<file path="src/rtl/usr_pkg.sv">
package usr_pkg;
  typedef enum logic [1:0] {
    MODE_HOLD  = 2'b00,
    MODE_TO_HI = 2'b01,
    MODE_TO_LO = 2'b10,
    MODE_LOAD  = 2'b11
  } usr_mode_e;
endpackage

</file>
<file path="src/rtl/usr_bit_sel.sv">
module usr_bit_sel
  import usr_pkg::*;
(
  input  usr_mode_e sel,
  input  logic      keep,
  input  logic      from_hi,
  input  logic      from_lo,
  input  logic      load,
  output logic      nxt
);
  always_comb begin
    unique case (sel)
      MODE_HOLD:  nxt = keep;
      MODE_TO_HI: nxt = from_lo;
      MODE_TO_LO: nxt = from_hi;
      default:    nxt = load;
    endcase
  end
endmodule

</file>
<file path="src/rtl/usr_cell.sv">
module usr_cell (
  input  logic clk,
  input  logic clr_n,
  input  logic d,
  output logic q
);
  always_ff @(posedge clk or negedge clr_n) begin
    if (!clr_n) q <= 1'b0;
    else        q <= d;
  end
endmodule

</file>
<file path="src/rtl/usr_shift_reg.sv">
module usr_shift_reg
  import usr_pkg::*;
#(
  parameter int W = 4
) (
  input  logic         clk,
  input  logic         clr_n,
  input  logic [1:0]   mode,
  input  logic         ser_in_hi,
  input  logic         ser_in_lo,
  input  logic [W-1:0] par_in,
  output logic [W-1:0] q
);
  localparam int TOP = W - 1;

  usr_mode_e   sel;
  logic [W-1:0] nxt;

  assign sel = usr_mode_e'(mode);

  for (genvar i = 0; i < W; i++) begin : g_bit
    logic up_src;
    logic dn_src;
    if (i == TOP) begin : g_top
      assign up_src = ser_in_hi;
    end else begin : g_mid_up
      assign up_src = q[i+1];
    end
    if (i == 0) begin : g_bot
      assign dn_src = ser_in_lo;
    end else begin : g_mid_dn
      assign dn_src = q[i-1];
    end

    usr_bit_sel u_sel (
      .sel     (sel),
      .keep    (q[i]),
      .from_hi (up_src),
      .from_lo (dn_src),
      .load    (par_in[i]),
      .nxt     (nxt[i])
    );

    usr_cell u_cell (
      .clk   (clk),
      .clr_n (clr_n),
      .d     (nxt[i]),
      .q     (q[i])
    );
  end

  AST_LOAD_WORD: assert property (@(posedge clk) disable iff (!clr_n)
    mode == 2'b11 |=> q == $past(par_in));
  AST_SHIFT_LO: assert property (@(posedge clk) disable iff (!clr_n)
    mode == 2'b10 |=> q == {$past(ser_in_hi), $past(q[W-1:1])});
  AST_SHIFT_HI: assert property (@(posedge clk) disable iff (!clr_n)
    mode == 2'b01 |=> q == {$past(q[W-2:0]), $past(ser_in_lo)});
  AST_HOLD_STABLE: assert property (@(posedge clk) disable iff (!clr_n)
    mode == 2'b00 |=> $stable(q));

  always @(negedge clk) begin
    if (!clr_n) begin
      AST_CLEAR_ZERO: assert (q == '0);
    end
  end
endmodule

</file>
<file path="config.mk">
export PLATFORM = sky130hd
export DESIGN_NAME = usr_shift_reg
export DESIGN_NICKNAME = d
export VERILOG_FILES = /design/src/rtl/usr_pkg.sv /design/src/rtl/usr_bit_sel.sv /design/src/rtl/usr_cell.sv /design/src/rtl/usr_shift_reg.sv
export SDC_FILE = /design/constraint.sdc
export NUM_CORES = 1
export LEC_CHECK = 0
export CORE_AREA = 2 2 39 41
export DETAILED_ROUTE_END_ITERATION = 6
export DIE_AREA = 0 0 41 43
export SYNTH_ARGS = -nofsm -noshare
export SYNTH_HDL_FRONTEND = slang
export SYNTH_SLANG_ARGS = --single-unit
export TNS_END_PERCENT = 10
</file>
<file path="constraint.sdc">
create_clock -name clk -period 1.2 [get_ports clk]
set_input_delay 0.24 -clock clk [delete_from_list [all_inputs] [get_ports clk]]
set_output_delay 0.24 -clock clk [all_outputs]
set_load 0.01 [all_outputs]
</file>
Yosys cells after proc, flatten, opt, wreduce, memory -nomap -nowiden
Index checks and enable logic that the tools add are counted.
Widths: inputs -> output; s select.
- memories kept: 0
- output and inout bits: 4
- word-level logic and storage cells: 11
- bits in latches: 0
- memory bits (writable): 0
- bits in registers: 4
- ROM bits: 0
- bits of input ports: 10
- reduce and logical (&&, ||, !) cells: 1
- bitwise logic cells: 0
- add/subtract/negate cells: 0
- $lt $le $gt $ge: 0
- shift-type cells: 0
- equal/unequal tests: 2
- multiplexer cells: 4
- multiply operators: 0
- div/mod/pow operators: 0
- operator list (cell ; number):
    $pmux 1 s3 ; 4
    $eq 2x1->1 const B ; 1
    $eq 2x2->1 const B ; 1
    $logic_not 2->1 ; 1

Depth between registers and ports, before layout
- word-level depth: 2
- mapped depth: 5
- depth with buffers taken out: 5

Hierarchy
A second synthesis with hierarchy kept.
- cells, all modules: 12
- area, all modules: 220.2 um2
- modules (own cells, without submodules) (module ; area an instance (um2) ; sequential area each (um2) ; cells each ; instances):
    usr_cell ; 25.0 ; 25.0 ; 1 ; 4
    usr_bit_sel ; 22.5 ; 0.0 ; 1 ; 4
    usr_shift_reg ; 30.0 ; 0.0 ; 4 ; 1

Worst setup path after synthesis
OpenSTA, ideal clock, no wires.
- path type: in2reg
- start point: in mode[0]
- end point: reg g_bit[0].u_cell.q
- arrival time: 0.989 ns
- required time: 1.069 ns
- path slack: 0.081 ns
- stages on the path: 5
- cell sequence: inv_1 -> ha_1 -> nand2b_4 -> a221oi_1 -> nor3_1
- word-level cells in the longest chain between the ends: 2
- elaborated cells on any way between the ends: 4
- ends and longest elaborated chain (what ; RTL line ; source):
    from (decl) ; usr_shift_reg.sv:8 ; input logic [1:0] mode,
    $eq 2x2->1, or another cell as far along ; usr_bit_sel.sv:12 ; unique case (sel)
    $pmux 1 s3 ; usr_bit_sel.sv:12 ;
    to (signal assigned) ; usr_cell.sv:8 ; if (!clr_n) q <= 1'b0;
    to (signal assigned) ; usr_cell.sv:9 ; else q <= d;
    to (decl) ; usr_cell.sv:5 ; output logic q
Parallel ways exist; a longest one is shown, timed or not.
A chain may end at the register's enable or synchronous reset.

Final worst setup path
- start point: reg g_bit[0].u_cell.q
- end point: out q[0]
- RTL lines (what ; RTL line ; source):
    to (decl) ; usr_shift_reg.sv:12 ; output logic [W-1:0] q
No word-level cell between the ends.

==> results.sh <==
export IMPL_synth_compound_area_frac=0.121
export IMPL_critPathArrivalTime_ns=0.92
export IMPL_clkPwrFrac=0.296
export IMPL_setup_viol=0
export IMPL_p_int_uw=389
export IMPL_layout_nets=64
export IMPL_power_density_nw_per_um2=1010
export IMPL_synth_top_family_by_area="simple AND/OR/NAND/NOR gates"
export IMPL_path_buf_inv=1
export IMPL_met3_usage=0.00524
export IMPL_largest_reg_flops=4
export IMPL_period_share=0.965
export IMPL_num_io_pins=14
export IMPL_die_x_um=41
export IMPL_reg2reg_depth=3
export IMPL_mostFrequentLayoutCell="nor3_1"
export IMPL_netlist_area_um2=289
export IMPL_busiest_layer="met2"
export IMPL_total_power_uw=543
export IMPL_row_count=14
export IMPL_syn_nets=43
export IMPL_worstReg2RegEnd="g_bit[3].u_cell.q$_DFFE_PN0P_"
export IMPL_cellLeakagePower_uw=0.000243
export IMPL_r2r_start="g_bit[2].u_cell.q$_DFFE_PN0P_"
export IMPL_use_met2=0.144
export IMPL_outcome="completed"
export IMPL_ir_drop_mv=0.230
export IMPL_grt_overflow=0
export IMPL_antenna_found_initial=0
export IMPL_rsz0062_at_grt="no"
export IMPL_wl_per_cell_um=10.7
export IMPL_grt_max_degree=9
export IMPL_synth_mux_area_frac=0
export IMPL_ys_warn_count=0
export IMPL_postSynthAreaPerCell_um2=9.63
export IMPL_crit_family="flip-flops"
export IMPL_dr_pass1_iters=2
export IMPL_via_count=289
export IMPL_cts_hold_buffers=0
export IMPL_synth_xor_area_share=0
export IMPL_regMostFlops="g_bit.u_cell.q"
export IMPL_power_share_switching=0.283
export IMPL_clkSinkCount=4
export IMPL_crit_start="g_bit[0].u_cell.q$_DFFE_PN0P_"
export IMPL_path_cells="dlygate4sd2_1"
export IMPL_io_buffers=13
export IMPL_grt_usage=0.0993
export IMPL_die_area_um2=1760
export IMPL_area_delta_synth_final_pct=85.7
export IMPL_synth_top_area_frac=0.346
export IMPL_gp_congestion=0.716
export IMPL_cts_buffer_depth=2
export IMPL_seq_power_share=0.315
export IMPL_via_per_inst=4.45
export IMPL_maxSlewHeadroom=0.871
export IMPL_worst_slew_pin_slew_ns=0.194
export IMPL_reg_top3="g_bit.u_cell.q x4"
export IMPL_drc=0
export IMPL_clk_pin_slew_ns=0.03
export IMPL_core_um2=1380
export IMPL_fill_cells=153
export IMPL_net_switching_power_uw=153
export IMPL_cp_depth=1
export IMPL_cts_tree="yes"
export IMPL_synthSimpleGateAreaFrac=0.273
export IMPL_synthAdderAreaFrac=0.130
export IMPL_holdWs_ns=0.216
export IMPL_reg2reg_slack_ns=0.22
export IMPL_ant_nets=0
export IMPL_critPathKind="reg2out"
export IMPL_post_dp_hpwl_um=537
export IMPL_drt_iter0_markers=1
export IMPL_slowest_stage="dfrtp_1"
export IMPL_synth_top_cells_by_area="dfrtp_1, nor3_1, ha_1"
export IMPL_grt_pass1_vias=279
export IMPL_final_cell_mix="nor3_1, clkdlybuf4s50_1, buf_4"
export IMPL_cp_endpoint="q[0]"
export IMPL_hold_viol=0
export IMPL_clk_latency_ns=0.23
export IMPL_slowest_delay_ns=0.39
export IMPL_yosysTopAreaCell="dfrtp_1"
export IMPL_cts_root_buf="clkbuf_4"
export IMPL_drt_total_wl_um=695
export IMPL_numCtsBuffers=3
export IMPL_maxCapViolCount=0
export IMPL_layout_setup_ws_ns=0.0423
export IMPL_combPwrFrac=0.389
export IMPL_drive_gt1_frac=0.408
export IMPL_crit_fanout=3
export IMPL_dp_slack_ns=-0.545
export IMPL_synth_distinct_cells=8
export IMPL_fin_crit_ns=1.16
export IMPL_worstSetupStartpointType="flip-flop"
export IMPL_slew_violations=0
export IMPL_maxClockFrequency_mhz=864
export IMPL_synth_seq_cells=4
export IMPL_synth_yosys_seq_area_share=0.346
export IMPL_use_met1=0.109
export IMPL_grt_pass1_wl_mm=1.11
export IMPL_cp_required_ns=0.96
export IMPL_cp_end_kind="output port"
export IMPL_initial_core_util=0.209
export IMPL_clock_skew_ns=0.000858
export IMPL_htreeDepth=1
export IMPL_synthCells=30
export IMPL_diodes=0
export IMPL_min_delay_path_class="in2async"
export IMPL_die_h_um=43
-- worst min-delay path by stage --
stage | end | slack, ns | cells past startpoint
3_3_place_gp | g_bit[0].u_cell.q$_DFFE_PN0P_ | 0.46 | 1
6_report | g_bit[2].u_cell.q$_DFFE_PN0P_ | 0.22 | 1
4_1_cts | g_bit[2].u_cell.q$_DFFE_PN0P_ | 0.22 | 1
2_1_floorplan | g_bit[0].u_cell.q$_DFFE_PN0P_ | -0.06 | 0
5_1_grt | g_bit[1].u_cell.q$_DFFE_PN0P_ | 0.23 | 1
3_5_place_dp | g_bit[1].u_cell.q$_DFFE_PN0P_ | 0.46 | 1
-- power groups by stage --
stage,Sequential [uW],Combinational (uW),Clock [uW]
final,171,211,161
after global routing,173,231,173
after CTS,172,212,167
after detailed placement,173,198,0
after global placement,172,197,0
after floorplan,175,101,0
-- cells in the mapped netlist --
cell type / n
a221oi_1: 4
inv_1: 2
nor3_1: 8
ha_1: 3
nand2b_4: 1
buf_4: 4
dfrtp_1: 4
nor2b_1: 4
-- layer usage --
layer  wire length [um]  part of all wire  up-vias
li1                   -                 -      144
met1                298              0.43      131
met2                341              0.49       12
met3                 42             0.060        2
met4                 13             0.019        0
met5                  0                 0        -
-- layout make-up --
cell class	count	area [um^2]	area share
multi-input cells	20	204	0.380
repair buffers	20	183	0.340
flip-flops and latches	4	100	0.186
clock buffers	3	22.5	0.0420
well taps	16	20.0	0.0373
inverters	2	7.51	0.0140
-- logic make-up after synthesis --
group	count (synthesis)
AND/OR/NAND/NOR	13
flip-flops	4
AO/OA/AOI/OAI	4
buffers and inverters	6
adder cells (fa/ha/maj)	3
-- metrics by stage --
step                area, um^2  TNS (ns)   util  std cells
finish                     537         0  0.388         65
global route               537         0  0.388         65
CTS                        532    -0.617  0.384         65
detailed placement         462     -2.07  0.334         62
floorplan                  289         0      -         30
global placement           462     -2.05  0.334         62
-- timing repair --
action                                  4_1_cts  5_1_grt
gates resized for setup                      13        4
setup buffers                                 0        0
endpoints found under the setup margin        8        4
pin swaps                                     0        3
Note: power is estimated with default switching activity, not from simulation.
